### config.mk
export PLATFORM = sky130hd
export DESIGN_NAME = can_txarb
export DESIGN_NICKNAME = d
export VERILOG_FILES = /design/src/rtl/can_txarb_pkg.sv /design/src/rtl/can_txarb_mb.sv /design/src/rtl/can_txarb_pick.sv /design/src/rtl/can_txarb.sv
export SDC_FILE = /design/constraint.sdc
export NUM_CORES = 1
export LEC_CHECK = 0
export BUFFER_PORTS_ARGS = -buffer_cell sky130_fd_sc_hd__buf_2
export CORE_MARGIN = 2
export CORE_UTILIZATION = 58
export DETAILED_ROUTE_END_ITERATION = 8
export PLACE_DENSITY = 0.79
export SLEW_MARGIN = 20
export SYNTH_ARGS = -nofsm -noshare
export SYNTH_HDL_FRONTEND = slang
export SYNTH_HIERARCHICAL = 1
export SYNTH_SLANG_ARGS = --single-unit
### constraint.sdc
create_clock -name clk_i -period 7.3 [get_ports clk_i]
set_input_delay 0.73 -clock clk_i [delete_from_list [all_inputs] [get_ports clk_i]]
set_output_delay 0.73 -clock clk_i [all_outputs]
set_load 0.02 [all_outputs]
### src/rtl/can_txarb_pkg.sv
package can_txarb_pkg;
  localparam int unsigned SEL_MODE = 0;
  localparam int unsigned SEL_ID   = 1;
  localparam int unsigned SEL_DLO  = 2;
  localparam int unsigned SEL_DHI  = 3;
  localparam int unsigned SEL_CMD  = 4;

  localparam logic [2:0] MODE_OFF = 3'd0;
  localparam logic [2:0] MODE_TX  = 3'd3;

  localparam int unsigned MODE_LSB = 24;
  localparam int unsigned PRIO_LSB = 16;
  localparam int unsigned DLC_LSB  = 16;
  localparam int unsigned RTR_BIT  = 20;
  localparam int unsigned GO_BIT   = 23;
  localparam int unsigned IDE_BIT  = 29;

  typedef struct packed {
    logic        ide;
    logic [28:0] id;
    logic        rtr;
    logic [3:0]  dlc;
    logic [63:0] data;
  } frame_t;
endpackage

### src/rtl/can_txarb_mb.sv
module can_txarb_mb
  import can_txarb_pkg::*;
#(
  parameter int unsigned PRIO_W = 4
) (
  input  logic              clk_i,
  input  logic              rst_ni,
  input  logic              wr_hit_i,
  input  logic [2:0]        wr_sel_i,
  input  logic [31:0]       wr_data_i,
  input  logic              launch_i,
  input  logic              inflight_i,
  input  logic              done_i,
  input  logic              abt_i,
  output logic              pend_o,
  output logic [PRIO_W-1:0] prio_o,
  output frame_t            frame_o,
  output logic              ready_o,
  output logic              abort_o,
  output logic              irq_o
);
  logic [2:0]        mode_q;
  logic [PRIO_W-1:0] prio_q;
  frame_t            frm_q;
  logic              pend_q, abort_q, irq_q;
  logic              trig;

  assign ready_o = ~pend_q & ~inflight_i;
  assign trig    = wr_hit_i && (wr_sel_i == 3'(SEL_CMD)) && wr_data_i[GO_BIT]
                   && (mode_q == MODE_TX) && ready_o;

  always_ff @(posedge clk_i or negedge rst_ni) begin
    if (!rst_ni) begin
      mode_q  <= MODE_OFF;
      prio_q  <= '0;
      frm_q   <= '0;
      pend_q  <= 1'b0;
      abort_q <= 1'b0;
      irq_q   <= 1'b0;
    end else begin
      if (wr_hit_i) begin
        case (wr_sel_i)
          3'(SEL_MODE): begin
            mode_q <= wr_data_i[MODE_LSB +: 3];
            prio_q <= wr_data_i[PRIO_LSB +: PRIO_W];
          end
          3'(SEL_ID): if (mode_q == MODE_OFF) begin
            frm_q.ide <= wr_data_i[IDE_BIT];
            frm_q.id  <= wr_data_i[28:0];
          end
          3'(SEL_DLO): frm_q.data[31:0]  <= wr_data_i;
          3'(SEL_DHI): frm_q.data[63:32] <= wr_data_i;
          default: ;
        endcase
      end
      if (trig) begin
        pend_q    <= 1'b1;
        frm_q.dlc <= wr_data_i[DLC_LSB +: 4];
        frm_q.rtr <= wr_data_i[RTR_BIT];
        irq_q     <= 1'b0;
      end
      if (launch_i) pend_q <= 1'b0;
      if (done_i) begin
        abort_q <= 1'b0;
        irq_q   <= 1'b1;
      end else if (abt_i) begin
        abort_q <= 1'b1;
        irq_q   <= 1'b1;
      end
    end
  end

  assign pend_o  = pend_q;
  assign prio_o  = prio_q;
  assign frame_o = frm_q;
  assign abort_o = abort_q;
  assign irq_o   = irq_q;
endmodule

### src/rtl/can_txarb_pick.sv
module can_txarb_pick #(
  parameter int unsigned NUM_MB = 4,
  parameter int unsigned PRIO_W = 4,
  localparam int unsigned IDX_W = $clog2(NUM_MB)
) (
  input  logic [NUM_MB-1:0]             pend_i,
  input  logic [NUM_MB-1:0][PRIO_W-1:0] prio_i,
  output logic                          any_o,
  output logic [IDX_W-1:0]              win_o
);
  logic [PRIO_W-1:0] best;

  // strict less-than keeps the lowest index on a tie
  always_comb begin
    any_o = 1'b0;
    win_o = '0;
    best  = '1;
    for (int i = 0; i < NUM_MB; i++) begin
      if (pend_i[i] && (!any_o || prio_i[i] < best)) begin
        any_o = 1'b1;
        win_o = IDX_W'(i);
        best  = prio_i[i];
      end
    end
  end
endmodule

### src/rtl/can_txarb.sv
module can_txarb
  import can_txarb_pkg::*;
#(
  parameter int unsigned NUM_MB = 4,
  parameter int unsigned PRIO_W = 4,
  localparam int unsigned IDX_W = $clog2(NUM_MB)
) (
  input  logic              clk_i,
  input  logic              rst_ni,
  input  logic              wr_en_i,
  input  logic [IDX_W-1:0]  wr_mb_i,
  input  logic [2:0]        wr_sel_i,
  input  logic [31:0]       wr_data_i,
  output logic [NUM_MB-1:0] mb_ready_o,
  output logic [NUM_MB-1:0] mb_abort_o,
  output logic [NUM_MB-1:0] mb_irq_o,
  output logic              tx_start_o,
  output logic [IDX_W-1:0]  tx_mb_o,
  output logic [28:0]       tx_id_o,
  output logic              tx_ide_o,
  output logic              tx_rtr_o,
  output logic [3:0]        tx_dlc_o,
  output logic [63:0]       tx_data_o,
  input  logic              tx_done_i,
  input  logic              tx_abort_i
);
  logic [NUM_MB-1:0]             pend;
  logic [NUM_MB-1:0][PRIO_W-1:0] prio;
  frame_t                        frames [NUM_MB];
  logic                          any_pend, launch;
  logic [IDX_W-1:0]              win;
  logic                          busy_q, start_q;
  logic [IDX_W-1:0]              cur_q;
  frame_t                        frm_q;

  can_txarb_pick #(.NUM_MB(NUM_MB), .PRIO_W(PRIO_W)) u_pick (
    .pend_i (pend),
    .prio_i (prio),
    .any_o  (any_pend),
    .win_o  (win)
  );

  assign launch = !busy_q && any_pend;

  for (genvar g = 0; g < NUM_MB; g++) begin : g_mb
    logic sel_cur;
    assign sel_cur = busy_q && (cur_q == IDX_W'(g));
    can_txarb_mb #(.PRIO_W(PRIO_W)) u_mb (
      .clk_i      (clk_i),
      .rst_ni     (rst_ni),
      .wr_hit_i   (wr_en_i && (wr_mb_i == IDX_W'(g))),
      .wr_sel_i   (wr_sel_i),
      .wr_data_i  (wr_data_i),
      .launch_i   (launch && (win == IDX_W'(g))),
      .inflight_i (sel_cur),
      .done_i     (sel_cur && tx_done_i),
      .abt_i      (sel_cur && !tx_done_i && tx_abort_i),
      .pend_o     (pend[g]),
      .prio_o     (prio[g]),
      .frame_o    (frames[g]),
      .ready_o    (mb_ready_o[g]),
      .abort_o    (mb_abort_o[g]),
      .irq_o      (mb_irq_o[g])
    );
  end

  always_ff @(posedge clk_i or negedge rst_ni) begin
    if (!rst_ni) begin
      busy_q  <= 1'b0;
      start_q <= 1'b0;
      cur_q   <= '0;
      frm_q   <= '0;
    end else begin
      start_q <= launch;
      if (launch) begin
        busy_q <= 1'b1;
        cur_q  <= win;
        frm_q  <= frames[win];
      end else if (busy_q && (tx_done_i || tx_abort_i)) begin
        busy_q <= 1'b0;
      end
    end
  end

  assign tx_start_o = start_q;
  assign tx_mb_o    = cur_q;
  assign tx_id_o    = frm_q.id;
  assign tx_ide_o   = frm_q.ide;
  assign tx_rtr_o   = frm_q.rtr;
  assign tx_dlc_o   = frm_q.dlc;
  assign tx_data_o  = frm_q.data;
endmodule

==> results by group, run 1 <==
Outcome
  • Status: complete, no violations

Power
  • Switch Pwr: between 3000 and 4000 uW
  • Leak: 0.01309 uW
  • Sequential power share: between 30 and 40%
  • Total Power: between 10000 and 15000 uW
  • Pint: 7808 uW
  • Sw Ratio: between 30% and 40%
  • Power density cells: about 420 mW/mm^2
  • Comb pwr share: 39.0%
  • Max rail drop VDD: ~480 uV
  • Clock power share: around a quarter

Yosys
  • Synth area leader: dfrtp_1
  • Flops & latches, synth: 539
  • Synth unique cells: between 50 and 60
  • Cell Area, Synth: between 0.02 and 0.025 mm^2
  • Post-synthesis sequential area ratio: approximately 56%
  • Post-synthesis instance total: approximately 1400
  • EDFF count, synth: 0
  • Post-synth ARST share: 100.0%
  • Yosys warns: 6
  • Syn_nets: roughly 1400
  • Synth area leaders: dfrtp_1, mux2_4, mux2_2, mux4_2, mux2_1
  • Synth Flop Type: dfrtp_1
  • Synth top area share: a little under three fifths
  • Post-synthesis average cell area: around 17 um^2

Detailed routing
  • # DRC: 0
  • First drt pass iteration count: 8
  • Wirelength, routed: around 52000 um
  • WL per Instance: about 24 um
  • Via count: 12800
  • Vias/cell: around 6.0
  • DRT antenna net count: 0
  • Initial drt markers: 762

Timing
  • Final Worst Setup Slack: ~1200 ps
  • Worst Max-Slew Pin Slew: roughly 1100 ps
  • Period utilisation layout: 83.06%
  • Final Hold Fails: 0
  • Worst Skew: ~19 ps
  • Slew HR: 25.47%
  • Fin crit period: about 6100 ps
  • RSZ-0062 raised after global routing: false
  • Fmax: ~160 MHz
  • Finish-stage setup viols: 0
  • Slew Viols, Final: 0
  • Setup TNS: 0 ps

CTS
  • Post-CTS setup buffer count: 0
  • Quantity of gates resized following cts: 0
  • CTS Buf Count: 56
  • Root buffer cell: clkbuf_16
  • Worst-skew pair later-pin latency: 610 ps
  • Clock Tree Buf Depth: 3
  • Sink Count: between 500 and 600
  • TritonCTS clock tree: yes
  • Clock Pin Slew Worst Setup and Hold Paths: around 60 ps
  • Cts hold-fix bufs: 0
  • H-tree depth: 2

Place
  • Area after DPL: ~0.025 mm^2
  • Dpl hpwl: ~32000 um
  • RePlAce Congestion: between 0.8 and 0.9
  • Pre-CTS setup slack: between 1000 and 1500 ps
  • Port buffer count: 155

Worst setup path
  • FF-to-FF Start: g_mb[0].u_mb/pend_o$_DFFE_PN0P_
  • Startpoint types: register
  • CP Capture Type: register
  • R2R depth: 22
  • Worst Path Arrival: 6540 ps
  • R2R Setup Slk: roughly 1200 ps
  • CP Cell Sequence: nor2b_1 > ha_1 > nand3b_1 > a31oi_1 > o21bai_4 > o21ai_0 > ha_1 > o2111ai_1 > a21oi_1 > mux2_4 > nor2_4 > mux2_4 > ha_1 > nand2_1 > and3_1 > o311ai_0 > nor2_1 > o21ai_1 > o2111ai_4 > buf_4 > mux4_2 > mux2_2
  • Critical path class: register to register
  • Crit path max-delay cell type: mux4_2
  • CP top delay family: compound AO/OA/AOI/OAI gates
  • CP bufs+invs: 1
  • FF-to-FF End: tx_data_o[33]$_DFFE_PN0P_
  • Req. time, crit path: about 7800 ps
  • Critical path fanouts, max: 21
  • Cell repeated most along the worst path: ha_1
  • Slowest cell delay on critical path: 560 ps

Floorplanning
  • IO Pins: roughly 160
  • Initial Util: between 50% and 60%
  • Num rows: 74
  • Die width: just over 200 um
  • Chip Height: ~210 um
  • Die area: 0.04323 mm^2
  • Total core area: between 0.04 and 0.05 mm^2

Global route
  • Vias in the first global route: between 10000 and 15000
  • Global route overflow: 0
  • Largest net degree at the start of global routing: 177
  • Initial antenna violation count: 3
  • Tot GR Track Use: roughly a quarter
  • First-pass GRT wire length: about 83000 um

Cells and area
  • Nets: ~1600
  • Final Core Density: around two thirds
  • Layout cell share with drive strength beyond 1: about half
  • # diodes: 0
  • P&R area growth vs syn: 12.72%
  • Post-route cell area: 0.02719 mm^2

Worst hold path
  • HP Class: input port to asynchronous set/reset pin

Run
  • MaxCap Viol Count: 0
[state kept, by name (all words and copies together), names as in the netlist]
signal             cells
busy_q                 1
g_mb.u_mb/abort_o      4
g_mb.u_mb/frame_o    396
g_mb.u_mb/irq_o        4
g_mb.u_mb/mode_q      12
g_mb.u_mb/pend_o       4
g_mb.u_mb/prio_o      16
tx_data_o             64
tx_dlc_o               4
tx_id_o               29
tx_ide_o               1
tx_mb_o                2
tx_rtr_o               1
tx_start_o             1
[per-stage QoR]
stage,hold slack [ps],cells
5_1_grt,139.4,2138
4_1_cts,135.0,2138
3_5_place_dp,469.1,2033
6_report,106.3,2138
3_3_place_gp,462.0,2033
2_1_floorplan,434.4,1398
[logic make-up (layout without fill, tap and decap cells)]
kind of cell               count (synthesis)  in the layout  share of synthesized area [%]
muxes                                    628            628                          36.96
DFF                                      539            539                          55.92
and+or+nand+nor                          100            100                          2.921
buffers and inverters                     90            298                          2.739
AOI/OAI and AO/OA                         32             32                          1.017
adders and majority gates                  8              8                         0.4098
xor gates and xnor gates                   1              1                        0.03632
[power groups by stage]
| stage | combinational, uW | sequential [uW] | clock [uW] |
|---|---|---|---|
| finish | 4470 | 4120 | 2890 |
| CTS | 4530 | 4120 | 2950 |
| floorplan | 3410 | 4280 | 0 |
| detailed placement | 4520 | 4160 | 0 |
| global route | 4770 | 4200 | 3070 |
| global placement | 4430 | 4120 | 0 |
[worst max path at each step]
stage,from,endpoint,slack (ps),depth (start not counted)
after global placement,g_mb[0].u_mb/pend_o$_DFFE_PN0P_,tx_data_o[38]$_DFFE_PN0P_,1570,23
after detailed placement,g_mb[0].u_mb/pend_o$_DFFE_PN0P_,tx_id_o[4]$_DFFE_PN0P_,1340,22
after CTS,g_mb[0].u_mb/pend_o$_DFFE_PN0P_,tx_data_o[33]$_DFFE_PN0P_,1280,22
after global routing,g_mb[0].u_mb/pend_o$_DFFE_PN0P_,tx_data_o[33]$_DFFE_PN0P_,980,22
final,g_mb[0].u_mb/pend_o$_DFFE_PN0P_,tx_data_o[33]$_DFFE_PN0P_,1240,22
after floorplan,g_mb[0].u_mb/pend_o$_DFFE_PN0P_,tx_id_o[28]$_DFFE_PN0P_,2230,25
[worst register-to-register path, delay by kind of cell (launching register included)]
kind	cells	cell delay (ps)
AOI/OAI and AO/OA	8	1560
DFF	1	530
muxes	4	1480
adders and majority gates	3	880
and+or+nand+nor	6	950
buffers and inverters	1	540
[final cells by class]
| class | instances | area [um^2] |
|---|---|---|
| clock buffers | 84 | 1637 |
| clock inverters | 21 | 259.0 |
| fillers | 2787 | 13740 |
| inverters | 13 | 48.80 |
| multi-input cells | 769 | 10070 |
| flip-flops and latches | 539 | 13490 |
| well taps | 532 | 665.6 |
| repair buffers | 180 | 1023 |
[routing by layer]
metal  part of all wire (%)  wire length (um)  global-route usage, %
met5                  0.080                42                      0
met1                     45             23740                  36.23
met4                    2.0              1031                  5.772
met3                    5.1              2682                  5.404
met2                     47             24720                  38.52
[cell usage after synthesis, types with 9 or more instances]
cell type  number
nand2_1        10
inv_1          13
mux2_4        194
buf_4          13
nor2_1         23
mux2_2        214
mux2_1        120
mux4_2         99
dfrtp_1       539
buf_6          13
buf_2          37
nor3b_1         9
nor2b_1        11
[cells in the final DEF (no fill, tap or decap), drive strengths merged, types with 2 or more instances in the layout]
cell type,netlist,routed
a211o,4,4
a21o,2,2
a21oi,7,7
and2,3,3
and3,8,8
and3b,3,3
buf,72,180
bufinv,0,4
clkbuf,5,84
clkinv,0,10
clkinvlp,0,2
dfrtp,539,539
ha,7,7
inv,13,18
mux2,528,528
mux4,99,99
nand2,10,10
nand3,2,2
nand3b,4,4
nand4,4,4
nand4b,5,5
nor2,24,24
nor2b,11,11
nor3,2,2
nor3b,9,9
nor4b,8,8
nor4bb,4,4
o2111ai,2,2
o21ai,7,7
o21bai,2,2
o2bb2ai,2,2
o311ai,2,2
Note: power is estimated with default switching activity, not from simulation.
==> run 2, diff against run 1 <==
==> constraint.sdc (replaced) <==
create_clock -name clk_i -period 6.3 [get_ports clk_i]
set_input_delay 0.63 -clock clk_i [delete_from_list [all_inputs] [get_ports clk_i]]
set_output_delay 0.63 -clock clk_i [all_outputs]
set_load 0.02 [all_outputs]
==> run 2 against run 1 <==
Against the previous run:
- fmax rose by 6.6%
- sequential power increased by 16%
- largest cell class unchanged
- register-to-register slack got worse by 620 ps
- critical endpoint is now tx_id_o[20]$_DFFE_PN0P_
- via count grew 1.0%
- clock skew is 4.2 ps lower
- sequential cell count did not move
- clock power grew 14%
- critical path depth increased by 1
- clock-buffer cell count increased by 1
==> results by group, run 2 (synthesis results as in run 1) <==
Timing
  • Final Hold Fails: 0
  • Finish-stage setup viols: 0
  • Slew HR: 29.95%
  • Fin crit period: between 5000 and 6000 ps
  • RSZ-0062 raised after global routing: false
  • Period utilisation layout: about nine tenths
  • Final Worst Setup Slack: 611.6 ps
  • Slew Viols, Final: 0
  • Worst Max-Slew Pin Slew: approximately 1000 ps
  • Setup TNS: 0 ps
  • Fmax: around 180 MHz
  • Worst Skew: between 10 and 15 ps

Worst setup path
  • R2R depth: 23
  • Req. time, crit path: a little under 7000 ps
  • Worst Path Arrival: 6160 ps
  • R2R Setup Slk: 610 ps
  • CP Capture Type: register
  • FF-to-FF End: tx_id_o[20]$_DFFE_PN0P_
  • Critical path fanouts, max: 22
  • Slowest cell delay on critical path: between 500 and 600 ps
  • CP Cell Sequence: nor2b_1 > ha_1 > nand3b_1 > a31oi_1 > o21bai_4 > o21ai_0 > ha_1 > o2111ai_1 > a21oi_1 > mux2_4 > nor2_4 > mux2_4 > ha_1 > nand2_1 > and3_1 > o311ai_0 > nor2_1 > o21ai_1 > o2111ai_4 > buf_12 > buf_12 > mux4_2 > mux2_4
  • Critical path class: register to register
  • Startpoint types: register
  • Crit path max-delay cell type: dfrtp_1
  • FF-to-FF Start: g_mb[0].u_mb/pend_o$_DFFE_PN0P_

Global route
  • Vias in the first global route: between 10000 and 15000
  • Largest net degree at the start of global routing: ~170
  • Initial antenna violation count: 4
  • Global route overflow: 0
  • First-pass GRT wire length: 83920 um
  • Tot GR Track Use: roughly 25%

Detailed routing
  • WL per Instance: ~25 um
  • Wirelength, routed: around 53000 um
  • Vias/cell: about 6
  • Via count: ~13000
  • First drt pass iteration count: 5
  • DRT antenna net count: 0
  • # DRC: 0
  • Initial drt markers: 846

Floorplanning
  • Num rows: 74
  • Die width: between 200 and 250 um
  • Chip Height: 207.9 um
  • Initial Util: ~60%
  • IO Pins: 156
  • Die area: 0.04323 mm^2
  • Total core area: roughly 0.041 mm^2

Place
  • Dpl hpwl: roughly 32000 um
  • RePlAce Congestion: between 0.8 and 0.9
  • Pre-CTS setup slack: between 400 and 500 ps
  • Port buffer count: 155

Power
  • Max rail drop VDD: ~410 uV
  • Power density cells: just under 500 mW/mm^2
  • Sw Ratio: a little under a third
  • Leak: 0.01312 uW
  • Pint: ~9200 uW
  • Clock power share: around 25%
  • Switch Pwr: approximately 4200 uW
  • Comb pwr share: between 40% and 50%
  • Sequential power share: a little over a third

CTS
  • Clock Pin Slew Worst Setup and Hold Paths: about 60 ps
  • Clock Tree Buf Depth: 3
  • Worst-skew pair later-pin latency: ~600 ps
  • H-tree depth: 2
  • Quantity of gates resized following cts: 0
  • Cts hold-fix bufs: 0
  • Post-CTS setup buffer count: 0
  • Root buffer cell: clkbuf_16
  • Sink Count: between 500 and 600
  • CTS Buf Count: 54
  • TritonCTS clock tree: yes

Cells and area
  • Nets: 1612
  • Most frequent cells in the layout: dfrtp_1, mux2_2, mux2_4
  • P&R area growth vs syn: 13.00%
  • Max reg flops: around 400
  • Layout cell share with drive strength beyond 1: 49.94%
  • Commonest non-fill, non-tap cell in the layout: dfrtp_1

Outcome
  • Status: complete, no violations

Run
  • MaxCap Viol Count: 0

Worst hold path
  • HP Class: input port to asynchronous set/reset pin
==> run 2: cell count changes in the layout (fill, tap and decap cells not counted), sizes merged <==
cell / previous run / this run
inv: 18 / 14
diode: 0 / 2
clkbuf: 84 / 85
clkinv: 10 / 7
buf: 180 / 186
clkinvlp: 2 / 0
==> run 2: cell type report <==
cell class                      instances  area (um^2)
Antenna cell                            2        5.005
Clock buffer                           85         1659
Clock inverter                         12        167.7
Fill cell                            2765        13670
Inverter                               13        48.80
Multi-Input combinational cell        769        10070
Sequential cell                       539        13490
Tap cell                              532        665.6
Timing Repair Buffer                  186         1156
==> run 2: worst max path at each step <==
| stage | from | end | slack [ps] |
|---|---|---|---|
| after floorplan | g_mb[0].u_mb/pend_o$_DFFE_PN0P_ | tx_id_o[28]$_DFFE_PN0P_ | 1230 |
| after global placement | g_mb[0].u_mb/pend_o$_DFFE_PN0P_ | tx_data_o[50]$_DFFE_PN0P_ | 670 |
| after detailed placement | g_mb[0].u_mb/pend_o$_DFFE_PN0P_ | tx_id_o[20]$_DFFE_PN0P_ | 430 |
| after CTS | g_mb[0].u_mb/pend_o$_DFFE_PN0P_ | tx_id_o[19]$_DFFE_PN0P_ | 400 |
| after global routing | g_mb[0].u_mb/pend_o$_DFFE_PN0P_ | tx_id_o[20]$_DFFE_PN0P_ | 280 |
| final | g_mb[0].u_mb/pend_o$_DFFE_PN0P_ | tx_id_o[20]$_DFFE_PN0P_ | 610 |
==> run 2: metal layers <==
| layer | global-route usage (%) | wire [um] | vias to the layer above | share of wire (%) |
|---|---|---|---|---|
| li1 | - | - | 5521 | - |
| met1 | 37.31 | 24190 | 7035 | 46 |
| met2 | 38.53 | 24760 | 297 | 47 |
| met3 | 4.815 | 2597 | 78 | 4.9 |
| met4 | 6.090 | 1077 | 4 | 2.0 |
| met5 | 0 | 23 | - | 0.044 |
==> run 2: through the flow <==
| stage | cells | util, % | total power, uW | hold slack (ps) | area (um^2) |
|---|---|---|---|---|---|
| 2_1_floorplan | 1398 | - | 8918 | 334.4 | 24120 |
| 3_3_place_gp | 2034 | 62.00 | 10000 | 461.9 | 25370 |
| 3_5_place_dp | 2034 | 62.00 | 10160 | 470.0 | 25370 |
| 4_1_cts | 2131 | 66.47 | 13470 | 153.0 | 27200 |
| 5_1_grt | 2136 | 66.59 | 14090 | 203.3 | 27250 |
| 6_report | 2138 | 66.60 | 13440 | 134.6 | 27260 |
==> run 2: worst max-delay path, delay by kind of cell (launching register included) <==
kind                       cells  cell delay, ps
buffers and inverters          2             460
muxes                          4            1410
AOI/OAI and AO/OA              8            1280
adders and majority gates      3             880
DFF                            1             530
and+or+nand+nor                6             960
==> run 2: power groups by stage <==
stage | logic (uW) | clock network [uW] | registers, uW
global route | 5740 | 3490 | 4860
finish | 5380 | 3290 | 4770
detailed placement | 5350 | 0 | 4810
floorplan | 3950 | 0 | 4960
global placement | 5220 | 0 | 4780
CTS | 5360 | 3350 | 4760
